<file path="src/rtl/hdsp_pkg.sv">
// Shared constants and types of the host/DSP access arbiter.
// Assumes two targets: index 0 memory, index 1 peripheral bus.
package hdsp_pkg;
    localparam logic [1:0] MODE_SH_MEM = 2'b00;
    localparam logic [1:0] MODE_SH_PER = 2'b01;
    localparam logic [1:0] MODE_HO_MEM = 2'b10;
    localparam logic [1:0] MODE_HO_PER = 2'b11;

    localparam int NUM_TGT = 2;
    localparam int TGT_MEM = 0;
    localparam int TGT_PER = 1;

    localparam logic [1:0] SEL_MODE = 2'd0;
    localparam logic [1:0] SEL_MASK = 2'd1;
    localparam logic [1:0] SEL_STAT = 2'd2;

    typedef enum logic [1:0] {
        HS_IDLE  = 2'd0,
        HS_SYNC  = 2'd1,
        HS_ISSUE = 2'd2,
        HS_DONE  = 2'd3
    } host_st_e;
endpackage

</file>
<file path="src/rtl/hdsp_cfg_regs.sv">
// Configuration and status registers: access mode, block-enable mask,
// sticky refusal flag and refused address. Assumes NUM_BLK >= 2 so the
// write data also carries the 2-bit mode and the clear bit.
module hdsp_cfg_regs
    import hdsp_pkg::*;
#(
    parameter int ADDR_W  = 24,
    parameter int NUM_BLK = 8,
    localparam int RD_W   = ADDR_W + 8
) (
    input  logic               clk,
    input  logic               rst_n,
    input  logic               dsp_in_reset,
    input  logic               cfg_we,
    input  logic [1:0]         cfg_sel,
    input  logic [NUM_BLK-1:0] cfg_wdata,
    input  logic               err_set,
    input  logic [ADDR_W-1:0]  err_addr_in,
    output logic [1:0]         mode_q,
    output logic [NUM_BLK-1:0] mask_q,
    output logic               err_q,
    output logic [ADDR_W-1:0]  err_addr_q,
    output logic [RD_W-1:0]    cfg_rdata
);
    logic mode_wr, mask_wr, clr_wr;

    assign mode_wr = cfg_we && (cfg_sel == SEL_MODE);
    assign mask_wr = cfg_we && (cfg_sel == SEL_MASK);
    assign clr_wr  = cfg_we && (cfg_sel == SEL_STAT) && cfg_wdata[0];

    // Mode register: exclusive modes only while the DSP is in reset.
    always_ff @(posedge clk) begin
        if (!rst_n) begin
            mode_q <= MODE_SH_MEM;
        end else if (mode_wr && (!cfg_wdata[1] || dsp_in_reset)) begin
            mode_q <= cfg_wdata[1:0];
        end else if (mode_q[1] && !dsp_in_reset) begin
            mode_q <= {1'b0, mode_q[0]};
        end
    end

    // Block-enable mask, all blocks denied after reset.
    always_ff @(posedge clk) begin
        if (!rst_n) begin
            mask_q <= '0;
        end else if (mask_wr) begin
            mask_q <= cfg_wdata;
        end
    end

    // Sticky refusal flag with its address; a new refusal beats a clear.
    always_ff @(posedge clk) begin
        if (!rst_n) begin
            err_q      <= 1'b0;
            err_addr_q <= '0;
        end else if (err_set) begin
            err_q      <= 1'b1;
            err_addr_q <= err_addr_in;
        end else if (clr_wr) begin
            err_q      <= 1'b0;
        end
    end

    // Read-back multiplexer for the selected register.
    always_comb begin
        cfg_rdata = '0;
        case (cfg_sel)
            SEL_MODE: cfg_rdata[1:0] = mode_q;
            SEL_MASK: cfg_rdata[NUM_BLK-1:0] = mask_q;
            SEL_STAT: begin
                cfg_rdata[0]          = err_q;
                cfg_rdata[2:1]        = mode_q;
                cfg_rdata[8 +: ADDR_W] = err_addr_q;
            end
            default: cfg_rdata = '0;
        endcase
    end

    // leaving DSP reset never keeps an exclusive mode.
    a_r2_exclusive_reverts: assert property (@(posedge clk) disable iff (!rst_n)
        (mode_q[1] && !dsp_in_reset) |=> !mode_q[1]);

    // a refusal always leaves the sticky flag set.
    a_r9_err_sticky: assert property (@(posedge clk) disable iff (!rst_n)
        err_set |=> err_q);
endmodule

</file>
<file path="src/rtl/hdsp_addr_guard.sv">
// Permission check for host-exclusive memory mode. Receives only the
// block-index part of the address. Assumes RAM_BASE is block aligned.
module hdsp_addr_guard #(
    parameter int ADDR_W   = 24,
    parameter int NUM_BLK  = 8,
    parameter int BLK_BITS = 15,
    parameter int RAM_BASE = 32'h0001_0000,
    localparam int IDX_W   = ADDR_W - BLK_BITS,
    localparam int BASE_IDX = RAM_BASE >> BLK_BITS
) (
    input  logic [IDX_W-1:0]   addr_hi,
    input  logic [NUM_BLK-1:0] mask,
    output logic               permit
);
    logic [IDX_W-1:0]   rel_idx;
    logic               below;
    logic [NUM_BLK-1:0] hit;

    assign below   = addr_hi < IDX_W'(BASE_IDX);
    assign rel_idx = addr_hi - IDX_W'(BASE_IDX);

    // One comparator per enabled block; indices past the window hit nothing.
    for (genvar b = 0; b < NUM_BLK; b++) begin : g_blk
        assign hit[b] = mask[b] && (rel_idx == IDX_W'(b));
    end

    assign permit = !below && (|hit);
endmodule

</file>
<file path="src/rtl/hdsp_host_ctrl.sv">
// Host transfer sequencer: captures a request, applies the permission
// verdict, waits out the retiming delay in shared modes, issues to the
// target (yielding to the DSP) and returns one completion pulse.
// Assumes SYNC_LAT >= 1 and a target that answers in the issue cycle.
module hdsp_host_ctrl
    import hdsp_pkg::*;
#(
    parameter int ADDR_W   = 24,
    parameter int DATA_W   = 16,
    parameter int SYNC_LAT = 2,
    localparam int CNT_W   = (SYNC_LAT > 1) ? $clog2(SYNC_LAT) : 1
) (
    input  logic                           clk,
    input  logic                           rst_n,
    input  logic [1:0]                     mode,
    input  logic                           permit,
    input  logic                           h_valid,
    input  logic                           h_write,
    input  logic [ADDR_W-1:0]              h_addr,
    input  logic [DATA_W-1:0]              h_wdata,
    input  logic [NUM_TGT-1:0]             dsp_use,
    input  logic [NUM_TGT-1:0][DATA_W-1:0] tgt_rdata,
    output logic                           h_ready,
    output logic [DATA_W-1:0]              h_rdata,
    output logic                           h_err,
    output logic                           iss_valid,
    output logic                           iss_tgt,
    output logic                           iss_we,
    output logic [ADDR_W-1:0]              iss_addr,
    output logic [DATA_W-1:0]              iss_wdata,
    output logic                           err_set
);
    host_st_e          st_q;
    logic [CNT_W-1:0]  cnt_q;
    logic              lat_shared;
    logic              deny;
    logic              stall;
    logic              accept;

    assign accept  = (st_q == HS_IDLE) && h_valid;
    assign deny    = (mode == MODE_HO_MEM) && !permit;
    assign err_set = accept && deny;
    assign stall   = lat_shared && dsp_use[iss_tgt];

    // Sequencer state and retiming counter.
    always_ff @(posedge clk) begin
        if (!rst_n) begin
            st_q  <= HS_IDLE;
            cnt_q <= '0;
        end else begin
            case (st_q)
                HS_IDLE: begin
                    if (accept) begin
                        if (deny) begin
                            st_q <= HS_DONE;
                        end else if (!mode[1]) begin
                            st_q  <= HS_SYNC;
                            cnt_q <= CNT_W'(SYNC_LAT - 1);
                        end else begin
                            st_q <= HS_ISSUE;
                        end
                    end
                end
                HS_SYNC: begin
                    if (cnt_q == '0) st_q <= HS_ISSUE;
                    else             cnt_q <= cnt_q - 1'b1;
                end
                HS_ISSUE: if (!stall) st_q <= HS_DONE;
                HS_DONE:  st_q <= HS_IDLE;
                default:  st_q <= HS_IDLE;
            endcase
        end
    end

    // Request capture at acceptance.
    always_ff @(posedge clk) begin
        if (!rst_n) begin
            iss_addr   <= '0;
            iss_wdata  <= '0;
            iss_we     <= 1'b0;
            iss_tgt    <= 1'b0;
            lat_shared <= 1'b0;
        end else if (accept) begin
            iss_addr   <= h_addr;
            iss_wdata  <= h_wdata;
            iss_we     <= h_write;
            iss_tgt    <= mode[0];
            lat_shared <= !mode[1];
        end
    end

    // Response capture: zero data with error on refusal, target data otherwise.
    always_ff @(posedge clk) begin
        if (!rst_n) begin
            h_rdata <= '0;
            h_err   <= 1'b0;
        end else if (accept && deny) begin
            h_rdata <= '0;
            h_err   <= 1'b1;
        end else if ((st_q == HS_ISSUE) && !stall) begin
            h_rdata <= tgt_rdata[iss_tgt];
            h_err   <= 1'b0;
        end
    end

    assign h_ready   = (st_q == HS_DONE);
    assign iss_valid = (st_q == HS_ISSUE) && !stall;

    // a refused request completes in the very next cycle with an error.
    a_r9_refuse_next_cycle: assert property (@(posedge clk) disable iff (!rst_n)
        err_set |=> (h_ready && h_err && (h_rdata == '0)));

    // the completion is a single-cycle pulse.
    a_r3_ready_pulse: assert property (@(posedge clk) disable iff (!rst_n)
        h_ready |=> !h_ready);

    // a host stalled by the DSP stays in its issue cycle.
    a_r4_stall_holds: assert property (@(posedge clk) disable iff (!rst_n)
        ((st_q == HS_ISSUE) && stall) |=> ((st_q == HS_ISSUE) && !h_ready));
endmodule

</file>
<file path="src/rtl/hdsp_tgt_mux.sv">
// Target port steering: grants the DSP unless the host owns the target,
// gives the DSP priority on each target, and returns DSP read data.
// Assumes the host sequencer already yields when the DSP uses its target.
module hdsp_tgt_mux
    import hdsp_pkg::*;
#(
    parameter int ADDR_W = 24,
    parameter int DATA_W = 16
) (
    input  logic                           clk,
    input  logic                           rst_n,
    input  logic [1:0]                     mode,
    input  logic                           d_valid,
    input  logic                           d_periph,
    input  logic                           d_write,
    input  logic [ADDR_W-1:0]              d_addr,
    input  logic [DATA_W-1:0]              d_wdata,
    input  logic                           iss_valid,
    input  logic                           iss_tgt,
    input  logic                           iss_we,
    input  logic [ADDR_W-1:0]              iss_addr,
    input  logic [DATA_W-1:0]              iss_wdata,
    input  logic [NUM_TGT-1:0][DATA_W-1:0] tgt_rdata,
    output logic                           d_grant,
    output logic [DATA_W-1:0]              d_rdata,
    output logic [NUM_TGT-1:0]             dsp_use,
    output logic [NUM_TGT-1:0]             tgt_en,
    output logic [NUM_TGT-1:0]             tgt_we,
    output logic [NUM_TGT-1:0][ADDR_W-1:0] tgt_addr,
    output logic [NUM_TGT-1:0][DATA_W-1:0] tgt_wdata
);
    logic [NUM_TGT-1:0] host_use;

    assign d_grant = d_valid && !(mode[1] && (d_periph == mode[0]));
    assign d_rdata = tgt_rdata[d_periph];

    // One steering slice per target, DSP first.
    for (genvar t = 0; t < NUM_TGT; t++) begin : g_tgt
        assign dsp_use[t]   = d_grant && (d_periph == 1'(t));
        assign host_use[t]  = iss_valid && (iss_tgt == 1'(t));
        assign tgt_en[t]    = dsp_use[t] | host_use[t];
        assign tgt_we[t]    = dsp_use[t] ? d_write : (host_use[t] & iss_we);
        assign tgt_addr[t]  = dsp_use[t] ? d_addr  : iss_addr;
        assign tgt_wdata[t] = dsp_use[t] ? d_wdata : iss_wdata;

        // never two masters on one target in the same cycle.
        a_r4_one_master: assert property (@(posedge clk) disable iff (!rst_n)
            !(dsp_use[t] && host_use[t]));

        // the DSP never reaches a target the host owns.
        a_r10_owned_locked: assert property (@(posedge clk) disable iff (!rst_n)
            (mode[1] && (mode[0] == 1'(t))) |-> !dsp_use[t]);
    end
endmodule

</file>
<file path="src/rtl/hdsp_access_arb.sv">
// Top of the host/DSP access arbiter: configuration registers, address
// guard, host sequencer and target steering. Target 0 is memory,
// target 1 the peripheral bus; both answer reads in the enable cycle.
module hdsp_access_arb
    import hdsp_pkg::*;
#(
    parameter int ADDR_W   = 24,
    parameter int DATA_W   = 16,
    parameter int NUM_BLK  = 8,
    parameter int BLK_BITS = 15,
    parameter int RAM_BASE = 32'h0001_0000,
    parameter int SYNC_LAT = 2
) (
    input  logic               clk,
    input  logic               rst_n,
    input  logic               dsp_in_reset,
    input  logic               cfg_we,
    input  logic [1:0]         cfg_sel,
    input  logic [NUM_BLK-1:0] cfg_wdata,
    output logic [ADDR_W+7:0]  cfg_rdata,
    output logic [1:0]         st_mode,
    output logic               st_err,
    output logic [ADDR_W-1:0]  st_err_addr,
    input  logic               h_valid,
    input  logic               h_write,
    input  logic [ADDR_W-1:0]  h_addr,
    input  logic [DATA_W-1:0]  h_wdata,
    output logic               h_ready,
    output logic [DATA_W-1:0]  h_rdata,
    output logic               h_err,
    input  logic               d_valid,
    input  logic               d_periph,
    input  logic               d_write,
    input  logic [ADDR_W-1:0]  d_addr,
    input  logic [DATA_W-1:0]  d_wdata,
    output logic               d_grant,
    output logic [DATA_W-1:0]  d_rdata,
    output logic               m_en,
    output logic               m_we,
    output logic [ADDR_W-1:0]  m_addr,
    output logic [DATA_W-1:0]  m_wdata,
    input  logic [DATA_W-1:0]  m_rdata,
    output logic               p_en,
    output logic               p_we,
    output logic [ADDR_W-1:0]  p_addr,
    output logic [DATA_W-1:0]  p_wdata,
    input  logic [DATA_W-1:0]  p_rdata
);
    logic [1:0]                     mode;
    logic [NUM_BLK-1:0]             mask;
    logic                           permit;
    logic                           err_set;
    logic [NUM_TGT-1:0]             dsp_use;
    logic [NUM_TGT-1:0][DATA_W-1:0] tgt_rdata;
    logic [NUM_TGT-1:0]             tgt_en, tgt_we;
    logic [NUM_TGT-1:0][ADDR_W-1:0] tgt_addr;
    logic [NUM_TGT-1:0][DATA_W-1:0] tgt_wdata;
    logic                           iss_valid, iss_tgt, iss_we;
    logic [ADDR_W-1:0]              iss_addr;
    logic [DATA_W-1:0]              iss_wdata;

    assign tgt_rdata[TGT_MEM] = m_rdata;
    assign tgt_rdata[TGT_PER] = p_rdata;
    assign m_en    = tgt_en[TGT_MEM];
    assign m_we    = tgt_we[TGT_MEM];
    assign m_addr  = tgt_addr[TGT_MEM];
    assign m_wdata = tgt_wdata[TGT_MEM];
    assign p_en    = tgt_en[TGT_PER];
    assign p_we    = tgt_we[TGT_PER];
    assign p_addr  = tgt_addr[TGT_PER];
    assign p_wdata = tgt_wdata[TGT_PER];
    assign st_mode = mode;

    hdsp_cfg_regs #(.ADDR_W(ADDR_W), .NUM_BLK(NUM_BLK)) i_cfg (
        .clk(clk), .rst_n(rst_n), .dsp_in_reset(dsp_in_reset),
        .cfg_we(cfg_we), .cfg_sel(cfg_sel), .cfg_wdata(cfg_wdata),
        .err_set(err_set), .err_addr_in(h_addr),
        .mode_q(mode), .mask_q(mask), .err_q(st_err),
        .err_addr_q(st_err_addr), .cfg_rdata(cfg_rdata)
    );

    hdsp_addr_guard #(.ADDR_W(ADDR_W), .NUM_BLK(NUM_BLK),
                      .BLK_BITS(BLK_BITS), .RAM_BASE(RAM_BASE)) i_guard (
        .addr_hi(h_addr[ADDR_W-1:BLK_BITS]), .mask(mask), .permit(permit)
    );

    hdsp_host_ctrl #(.ADDR_W(ADDR_W), .DATA_W(DATA_W), .SYNC_LAT(SYNC_LAT)) i_host (
        .clk(clk), .rst_n(rst_n), .mode(mode), .permit(permit),
        .h_valid(h_valid), .h_write(h_write), .h_addr(h_addr), .h_wdata(h_wdata),
        .dsp_use(dsp_use), .tgt_rdata(tgt_rdata),
        .h_ready(h_ready), .h_rdata(h_rdata), .h_err(h_err),
        .iss_valid(iss_valid), .iss_tgt(iss_tgt), .iss_we(iss_we),
        .iss_addr(iss_addr), .iss_wdata(iss_wdata), .err_set(err_set)
    );

    hdsp_tgt_mux #(.ADDR_W(ADDR_W), .DATA_W(DATA_W)) i_mux (
        .clk(clk), .rst_n(rst_n), .mode(mode),
        .d_valid(d_valid), .d_periph(d_periph), .d_write(d_write),
        .d_addr(d_addr), .d_wdata(d_wdata),
        .iss_valid(iss_valid), .iss_tgt(iss_tgt), .iss_we(iss_we),
        .iss_addr(iss_addr), .iss_wdata(iss_wdata), .tgt_rdata(tgt_rdata),
        .d_grant(d_grant), .d_rdata(d_rdata), .dsp_use(dsp_use),
        .tgt_en(tgt_en), .tgt_we(tgt_we), .tgt_addr(tgt_addr), .tgt_wdata(tgt_wdata)
    );

    // an exclusive-memory host request into dual-access RAM is refused.
    a_r6_dual_ram_refused: assert property (@(posedge clk) disable iff (!rst_n)
        (h_valid && !h_ready && (mode == MODE_HO_MEM) && (h_addr < ADDR_W'(RAM_BASE))) |-> !permit);
endmodule

</file>
<file path="config.mk">
export PLATFORM = sky130hd
export DESIGN_NAME = hdsp_access_arb
export DESIGN_NICKNAME = d
export VERILOG_FILES = /design/src/rtl/hdsp_pkg.sv /design/src/rtl/hdsp_cfg_regs.sv /design/src/rtl/hdsp_addr_guard.sv /design/src/rtl/hdsp_host_ctrl.sv /design/src/rtl/hdsp_tgt_mux.sv /design/src/rtl/hdsp_access_arb.sv
export SDC_FILE = /design/constraint.sdc
export NUM_CORES = 1
export LEC_CHECK = 0
export BUFFER_PORTS_ARGS = -buffer_cell sky130_fd_sc_hd__buf_2
export CAP_MARGIN = 10
export CORE_AREA = 2 2 121 123
export DETAILED_ROUTE_END_ITERATION = 10
export DIE_AREA = 0 0 123 125
export GPL_ROUTABILITY_DRIVEN = 0
export PLACE_DENSITY = 0.81
export SYNTH_ARGS = -nofsm -noshare
export SYNTH_HDL_FRONTEND = slang
export SYNTH_SLANG_ARGS = --single-unit
</file>
<file path="constraint.sdc">
create_clock -name clk -period 3.4 [get_ports clk]
set_clock_uncertainty 0.2 [all_clocks]
set_input_delay 0.34 -clock clk [delete_from_list [all_inputs] [get_ports clk]]
set_output_delay 0.34 -clock clk [all_outputs]
set_load 0.01 [all_outputs]
</file>
==> results.json, run 1 <==
{
  "synthCells": 730,
  "synth_ff_type": "dfxtp_1",
  "use_met2": 0.418,
  "cellPowerDensity_nw_per_um2": 498,
  "hold_violations": 0,
  "clk_latency_ps": 350,
  "p_sw_frac": 0.337,
  "crit_fanout": 43,
  "slew_headroom": 0.435,
  "netlist_area_um2": 6100,
  "vdd_drop_max_v": 0.000277,
  "comb_power_share": 0.357,
  "core_area_um2": 14200,
  "setup_ws_ps": 492,
  "firstDrtPassIters": 4,
  "hpwl_um": 14200,
  "reg2regPathDepth": 6,
  "period_needed_ps": 2910,
  "syn_area_per_cell_um2": 8.36,
  "drv_cap": 0,
  "h-tree-depth": 3,
  "final_cell_mix": "buf_2 (308), nand2_1 (145), dfxtp_1 (98)",
  "mostFrequentLayoutCell": "buf_2",
  "use_met3": 0.0538,
  "yosysTopAreaCellShare": 0.321,
  "grt_pass1_vias": 5867,
  "worst_ep_arrival_time_ps": 2370,
  "syn2layout_area_growth_pct": 32.6,
  "fill_cells": 1297,
  "tightestPinTransition_ps": 848,
  "period_share": 0.855,
  "min_path_type": "primary input to flop",
  "cts_setup_buffers": 0,
  "reg2reg_to": "i_host.h_rdata[1]",
  "port_buffers": 308,
  "drc_errors": 0,
  "hold_depth": 3,
  "layout-drive-gt1-share": 0.447,
  "rsz0062_at_grt": "false",
  "ys_seq_area_frac": 0.321,
  "synth.distinct_cells": 46,
  "run_status": "finished, final reports clean",
  "path_clk_slew_ps": 70,
  "syn_nets": 870,
  "wirelength_um": 18800,
  "fmax_mhz": 344,
  "p_clk_frac": 0.283,
  "cts-root-buf": "clkbuf_16",
  "clock_path_buffers": 2,
  "criticalPathCategory": "flop to output port",
  "grt_max_degree": 53,
  "yosys.area.top_type": "dfxtp_1",
  "cp-end-kind": "output port",
  "die_h_um": 125,
  "dieWidth_um": 123,
  "cts_sinks": 98,
  "async_reset_ff_frac": 0,
  "grt_pass1_wl_um": 28700,
  "antenna_found_initial": 0,
  "holdPathEnd": "i_host.iss_wdata[11]",
  "ioPinCount": 309,
  "floorplan.initialDensity": 0.430,
  "crit_required_ps": 2860,
  "grt_busiest_layer": "met2",
  "p_int_mw": 2.67,
  "cts_buffers": 9,
  "r2r_slack_ps": 1110,
  "drt_iter0_markers": 267,
  "synth_warnings": 0,
  "rows": 44,
  "n_antenna_cell": 0,
  "postRouteAntennaNets": 0,
  "setup_violations": 0,
  "seq_power_share": 0.360,
  "wl_per_cell_um": 15.8,
  "switching_power_mw": 1.36,
  "cts_tree": "built",
  "via_count": 6337,
  "dieArea_um2": 15400,
  "ys_seq_elements": 98,
  "holdCritStartpoint": "h_wdata[11]",
  "pre_cts_ws_ps": 639,
  "vias_per_cell": 5.33,
  "drv_slew": 0,
  "grt_remaining_overflow": 0,
  "synth_edf_count": 0,
  "synth_top_cells_by_area": "dfxtp_1 (32%), mux2_2 (18%), nand2_1 (8.9%), mux2i_1 (7.2%), a21oi_1 (6.1%)",
  "fin_nets": 1141,
  "worstSetupStartpointType": "flop",
  "grtUsageMet1": 0.268,
  "post_cts_resized": 0,
  "holdBufCountCts": 0,
  "leakage_nw": 3.77,
  "finalSetupTns_ps": 0,
  "ff_latch_area_um2": 1960,
  "r2r_start": "i_cfg.mode_q[0]",
  "grtUsageTotal": 0.236,
  "multi_input_area_um2": 3860
}
==> stage by stage <==
stage                     power, mW  utilization  std cells  hold slack, ps  instance area, um^2
after floorplan                2.40            -        730             244                 6100
after global placement         2.90        0.546       1174             256                 7760
after detailed placement       2.93        0.546       1174             261                 7760
after CTS                      4.08        0.570       1190            9.48                 8100
after global routing           4.29        0.570       1190            16.3                 8100
final                          4.03        0.570       1190            23.7                 8100
==> Yosys cell counts (4+ instances only) <==
cell and number:
a21oi_1 74, o21a_1 4, buf_1 5, nand3_1 15
nand2_1 145, o211ai_1 22, and3_1 19, mux2i_1 44
ha_1 9, clkbuf_1 46, a2111oi_0 8, nor2_1 28
nor3_1 5, inv_1 13, buf_2 8, o21ai_0 4
mux2_2 96, a22oi_1 4, nand4_1 6, and2_1 32
a2111oi_2 6, dfxtp_1 98, nor2b_1 6
==> critical path, stage by stage, from the launching register on <==
cell,delay [ps]
dfxtp_1,630
nor2b_1,140
nor3b_2,170
buf_4,460
mux2_2,420
buf_2,150
==> final cells by class <==
type,count,share of cell area
sequential,98,0.242
tap,184,0.0284
multi-input combinational,557,0.476
inverter,13,0.00603
timing repair buffer,322,0.205
clock inverter,4,0.00896
clock buffer,12,0.0329
==> power by group through the flow <==
stage | logic (mW) | clock network [mW] | registers, mW
final | 1.44 | 1.14 | 1.45
after global routing | 1.60 | 1.22 | 1.47
after CTS | 1.46 | 1.17 | 1.45
after detailed placement | 1.45 | 0 | 1.48
after global placement | 1.43 | 0 | 1.47
after floorplan | 0.922 | 0 | 1.48
==> how the worst max path moves through the flow <==
stage | to | start
2_1_floorplan | i_host.h_rdata[8] | h_addr[16]
3_3_place_gp | p_addr[1] | d_periph
3_5_place_dp | i_cfg.err_addr_q[11] | h_addr[16]
4_1_cts | m_addr[11] | i_cfg.mode_q[0]
5_1_grt | m_addr[11] | i_cfg.mode_q[0]
6_report | m_addr[11] | i_cfg.mode_q[0]
==> sequential cells by signal, indices dropped and copies added (netlist names) <==
name / count
i_host.iss_tgt: 1
i_host.iss_wdata: 16
i_host.h_err: 1
i_host.iss_we: 1
i_host.iss_addr: 24
i_host.st_q: 2
i_host.lat_shared: 1
i_cfg.err_q: 1
i_cfg.mask_q: 8
i_host.h_rdata: 16
i_cfg.mode_q: 2
i_cfg.err_addr_q: 24
i_host.cnt_q: 1
==> layer usage <==
layer,wire length (um),vias up
met1,7370,2919
met5,0,-
li1,-,3114
met3,1490,37
met4,602,0
met2,9310,267
==> logic make-up (layout without fill, tap and decap cells) <==
kind of cell             after synthesis  in the layout  synth area share
AO/OA/AOI/OAI                        140            140             0.158
XOR/XNOR                               1              1           0.00143
adder cells (fa/ha/maj)                9              9            0.0184
buffers and inverters                 75            351            0.0502
flip-flops                            98             98             0.321
multiplexers                         140            140             0.249
AND/OR/NAND/NOR                      267            267             0.201
Note: power is estimated with default switching activity, not from simulation.
==> run 2, diff against run 1 <==
--- a/config.mk
+++ b/config.mk
@@ -7,11 +7,11 @@
 export LEC_CHECK = 0
 export BUFFER_PORTS_ARGS = -buffer_cell sky130_fd_sc_hd__buf_2
 export CAP_MARGIN = 10
-export CORE_AREA = 2 2 121 123
+export CORE_ASPECT_RATIO = 1.75
+export CORE_UTILIZATION = 35
 export DETAILED_ROUTE_END_ITERATION = 10
-export DIE_AREA = 0 0 123 125
 export GPL_ROUTABILITY_DRIVEN = 0
-export PLACE_DENSITY = 0.81
+export PLACE_DENSITY = 0.68
 export SYNTH_ARGS = -nofsm -noshare
 export SYNTH_HDL_FRONTEND = slang
 export SYNTH_SLANG_ARGS = --single-unit
==> run 2 against run 1 <==
Net effect:
- clock-buffer cell count down 2
- via count decreased by 0.11%
- maximum frequency shrank 1.6%
- register-to-register slack worse by 30 ps
- non-clock buffer count stayed put
- combinational power is essentially flat
- power decreased by 1.7%
- sequential power is essentially flat
- final area up 0.14%
- largest power group is now combinational cells
- wire length rose by 5.6%
- worst setup slack got worse by 49 ps
- critical path type unchanged
==> results.json, run 2 (synthesized netlist as in run 1, its figures left out) <==
{
  "postRouteAntennaNets": 0,
  "holdBufCountCts": 0,
  "crit_required_ps": 2860,
  "h-tree-depth": 3,
  "numPlacedInstances": 1217,
  "layout-drive-gt1-share": 0.448,
  "worst_ep_arrival_time_ps": 2420,
  "path_clk_slew_ps": 70,
  "cts-root-buf": "clkbuf_16",
  "final_cell_mix": "buf_2 (308), nand2_1 (144), dfxtp_1 (98)",
  "antenna_found_initial": 1,
  "drv_slew": 0,
  "top_regs": "i_cfg.err_addr_q: 24 flops, i_host.iss_addr: 24 flops",
  "vdd_drop_max_v": 0.000313,
  "ioPinCount": 309,
  "pre_cts_ws_ps": 644,
  "firstDrtPassIters": 4,
  "grtUsageTotal": 0.212,
  "critPathSlowestCell": "dfxtp_1",
  "cts_tree": "built",
  "worstSetupStartpointType": "flop",
  "cts_setup_buffers": 0,
  "drv_cap": 0,
  "cts_buffers": 9,
  "setup_ws_ps": 443,
  "power_mw": 3.96,
  "port_buffers": 308,
  "placed_cell_area_um2": 7800,
  "drc_errors": 0,
  "wl_per_cell_um": 16.1,
  "hpwl_um": 14600,
  "rows": 63,
  "run_status": "finished, final reports clean",
  "cp.buffers_inverters": 2,
  "drt_iter0_markers": 197,
  "finalSetupTns_ps": 0,
  "stdcell_count": 1234,
  "clock_path_buffers": 2,
  "crit_fanout": 43,
  "post_cts_resized": 0,
  "criticalPathCategory": "flop to output port",
  "cts_sinks": 98,
  "syn2layout_area_growth_pct": 32.8,
  "grt_remaining_overflow": 0,
  "critPathTopFamily": "buffers and inverters",
  "max_stage_delay_ps": 620,
  "die_h_um": 177,
  "clk_latency_ps": 340,
  "period_needed_ps": 2960,
  "floorplan.initialDensity": 0.359,
  "grt_pass1_wl_um": 29700,
  "wirelength_um": 19800,
  "rsz0062_at_grt": "false",
  "final_design_area_no_fill_um2": 8110,
  "fmax_mhz": 338,
  "core_area_um2": 17000,
  "dieArea_um2": 18000,
  "mostFrequentLayoutCell": "buf_2",
  "grt_pass1_vias": 5866,
  "period_share": 0.870,
  "vias_per_cell": 5.13,
  "crit_chain": "nor2b_1, nor3b_2, buf_4, mux2_2, buf_2",
  "hold_violations": 0,
  "via_count": 6330,
  "min_path_type": "primary input to flop",
  "dieWidth_um": 102,
  "fin_nets": 1141,
  "tightestPinTransition_ps": 803,
  "slew_headroom": 0.465,
  "setup_violations": 0,
  "cellPowerDensity_nw_per_um2": 488,
  "leakage_nw": 3.75,
  "grt_max_degree": 53,
  "cp-end-kind": "output port"
}
## run 2: through the flow
step	util	hold slack, ps
floorplan	-	244
global placement	0.458	254
detailed placement	0.458	259
CTS	0.476	15.6
global route	0.476	16.6
finish	0.476	26.4
## run 2: area by class of cell
cell class | instances | area, um^2
fillers | 1731 | 8920
flip-flops and latches | 98 | 1960
multi-input cells | 557 | 3860
diodes | 1 | 2.50
clock inverters | 6 | 73.8
clock buffers | 10 | 229
well taps | 227 | 284
repair buffers | 322 | 1650
inverters | 13 | 48.8
## run 2: worst paths after layout
path / from / end / slack, ps / cells after the start
max reg2reg: i_cfg.mode_q[1] / i_host.h_rdata[6] / 1080 / 6
min: h_wdata[0] / i_host.iss_wdata[0] / 30 / 3
max: i_cfg.mode_q[0] / m_addr[15] / 440 / 5
min reg2reg: i_cfg.mask_q[3] / i_cfg.mask_q[3] / 270 / 2
## run 2: power breakdown
group	switching, mW	leakage, nW	internal, mW	total (mW)
Clock	0.471	0.148	0.581	1.05
Combinational	0.823	2.81	0.632	1.46
Sequential	0.122	0.799	1.33	1.45
Total	1.42	3.75	2.54	3.96
## run 2: routing by layer
layer  track usage  part of all wire
met2         0.384              0.53
met1         0.249              0.40
met3        0.0276             0.048
met4        0.0792             0.024
met5             0                 0
## run 2: worst reg2reg max path: stages (launching register included)
cell,delay (ps)
dfxtp_1,660
nand2b_1,200
a22oi_1,240
o21a_1,140
buf_4,340
nor2_1,80
a2111oi_0,360
==> run 3, diff against run 2 <==
--- a/config.mk
+++ b/config.mk
@@ -14,4 +14,5 @@
 export PLACE_DENSITY = 0.68
 export SYNTH_ARGS = -nofsm -noshare
 export SYNTH_HDL_FRONTEND = slang
+export SYNTH_HIERARCHICAL = 1
 export SYNTH_SLANG_ARGS = --single-unit
==> run 3 against run 2 <==
Net effect:
- critical path depth grew 4
- area after synthesis is essentially flat
- global-route usage shrank 1.8 points
- clock power grew 7%
- sequential power is essentially flat
- power grew 3.3%
- non-clock buffer count grew 2
- combinational power grew 3%
- sequential share of layout area grew 0.086 points
- utilization shrank 0.17 points
- synthesized cell count shrank 14%
- largest power group unchanged
- highest routed layer unchanged
==> results.json, run 3 <==
{
  "critPathSlowestCell": "a21o_2",
  "yosys.area.top_type": "dfxtp_1",
  "synth_warnings": 6,
  "period_share": 0.889,
  "cp-end-kind": "output port",
  "synth_common_cells": "nand2_1 (104), dfxtp_1 (98), mux2_2 (78)",
  "cts-root-buf": "clkbuf_16",
  "criticalPathCategory": "flop to output port",
  "ys_seq_area_frac": 0.322,
  "holdBufCountCts": 0,
  "die_h_um": 177,
  "hold_violations": 0,
  "synthMostInstantiatedCell": "nand2_1",
  "yosysTopAreaCellShare": 0.322,
  "ioPinCount": 309,
  "multi_input_area_um2": 3740,
  "clock_path_buffers": 2,
  "h-tree-depth": 3,
  "syn_area_per_cell_um2": 9.74,
  "drc_errors": 0,
  "async_reset_ff_frac": 0,
  "dieArea_um2": 18000,
  "crit_fanout": 19,
  "antenna_found_initial": 0,
  "firstDrtPassIters": 4,
  "crit_chain": "nand2b_1, nand3b_4, inv_1, mux2_4, a21o_2, inv_1, and3_1, mux2_2, buf_2",
  "synth_ff_type": "dfxtp_1",
  "ys_seq_elements": 98,
  "floorplan.initialDensity": 0.358,
  "synthCells": 626,
  "fmax_mhz": 331,
  "period_needed_ps": 3020,
  "max_stage_delay_ps": 440,
  "run_status": "finished, final reports clean",
  "core_area_um2": 17000,
  "wl_per_cell_um": 15.7,
  "setup_violations": 0,
  "grtUsageTotal": 0.194,
  "path_clk_slew_ps": 70,
  "cts_sinks": 98,
  "netlist_area_um2": 6100,
  "n_antenna_cell": 0,
  "fill_cells": 1716,
  "syn_nets": 767,
  "grt_remaining_overflow": 0,
  "cts_buffers": 9,
  "syn2layout_area_growth_pct": 32.4,
  "hold_depth": 3,
  "postRouteAntennaNets": 0,
  "port_buffers": 308,
  "cpMostUsedCell": "inv_1",
  "synth.distinct_cells": 54,
  "vdd_drop_max_v": 0.000208,
  "finalSetupTns_ps": 0,
  "leakage_nw": 3.89,
  "vias_per_cell": 4.78,
  "cts_setup_buffers": 0,
  "crit_required_ps": 2860,
  "reg2regPathDepth": 8,
  "clk_latency_ps": 340,
  "top_regs": "i_cfg/err_addr_q: 24 flops, i_host/iss_addr: 24 flops",
  "fin_nets": 1057,
  "synth_top_cells_by_area": "dfxtp_1 (32%), mux2_2 (14%), mux2_4 (9.6%), nand2_1 (6.4%), a21boi_0 (5.3%)",
  "cts_tree": "built",
  "via_count": 5479,
  "final_cell_mix": "buf_2 (308), nand2_1 (103), dfxtp_1 (98)",
  "ff_latch_area_um2": 1960,
  "worst_ep_arrival_time_ps": 2480,
  "min_path_type": "primary input to flop",
  "layout-drive-gt1-share": 0.522,
  "rows": 63,
  "drv_cap": 0,
  "grt_pass1_vias": 5211,
  "hpwl_um": 13800,
  "slew_headroom": 0.366,
  "dieWidth_um": 102,
  "wirelength_um": 18000,
  "mostFrequentLayoutCell": "buf_2",
  "rsz0062_at_grt": "false",
  "grt_pass1_wl_um": 26900,
  "drv_slew": 0,
  "synth_edf_count": 0,
  "drt_iter0_markers": 108,
  "tightestPinTransition_ps": 950,
  "holdWs_ps": 43.1,
  "worstSetupStartpointType": "flop",
  "cellPowerDensity_nw_per_um2": 507,
  "grt_max_degree": 43
}
==> run 3: changes by cell type after synthesis, sizes merged, moves of 21 or more <==
cell    before  now
a21oi       75    2
nand2      146  106
a211oi       2   32
nor2        28    5
mux2        96  117
a21boi       2   51
clkbuf      46   24
nor2b        6   29
==> run 3: cell type report <==
class / count / share of cell area
flip-flops and latches: 98 / 0.243
clock inverters: 5 / 0.0107
well taps: 227 / 0.0352
repair buffers: 324 / 0.206
multi-input cells: 455 / 0.463
inverters: 28 / 0.0130
clock buffers: 10 / 0.0296
==> run 3: kinds of logic after synthesis <==
logic type	share of synthesized area
fa+ha+maj	0.0205
xor+xnor	0.00431
flops	0.322
compound gates	0.142
simple gates	0.155
buf+inv	0.0695
mux	0.286
==> run 3: worst paths after layout <==
kind                          to  slack, ps            start
min              i_cfg/mask_q[7]         40     cfg_wdata[7]
max                         p_we        380  i_cfg/mode_q[0]
min reg2reg         i_host/h_err        260     i_host/h_err
max reg2reg  i_cfg/err_addr_q[3]        870   i_host/st_q[0]
==> run 3: per-layer routing <==
layer / wire [um] / global-route usage / share of wire / vias up
met2: 9550 / 0.362 / 0.53 / 157
met1: 7450 / 0.218 / 0.41 / 2563
met4: 211 / 0.0537 / 0.012 / 0
met5: 0 / 0 / 0 / -
met3: 777 / 0.0352 / 0.043 / 12
li1: - / - / - / 2747
==> run 3: power by group <==
group / switching (mW) / internal [mW] / total (mW) / leakage [nW]
Sequential: 0.126 / 1.33 / 1.46 / 0.799
Clock: 0.455 / 0.668 / 1.12 / 0.160
Combinational: 0.819 / 0.688 / 1.51 / 2.93
Total: 1.40 / 2.69 / 4.09 / 3.89
==> run 3: stage by stage <==
stage                     power, mW  utilization  worst slack (ps)  area (um^2)  instances
after floorplan                2.47            -               643         6100        626
after global placement         2.99        0.455               166         7740       1131
after detailed placement       3.01        0.455              97.2         7740       1131
after CTS                      4.15        0.474              70.0         8070       1146
after global routing           4.34        0.474               211         8080       1147
final                          4.09        0.474               378         8080       1147
==> run 3: what timing repair did <==
item                                    in CTS  in global routing
endpoints found under the setup margin       0                  2
hold endpoints to repair                     0                  0
gates resized for setup                      0                  1
==> run 3: critical path: cells and delay by family, from the launching register on <==
| family | cells | cell delay, ps |
|---|---|---|
| simple gates | 3 | 440 |
| flops | 1 | 370 |
| mux | 2 | 520 |
| compound gates | 1 | 440 |
| buf+inv | 3 | 350 |
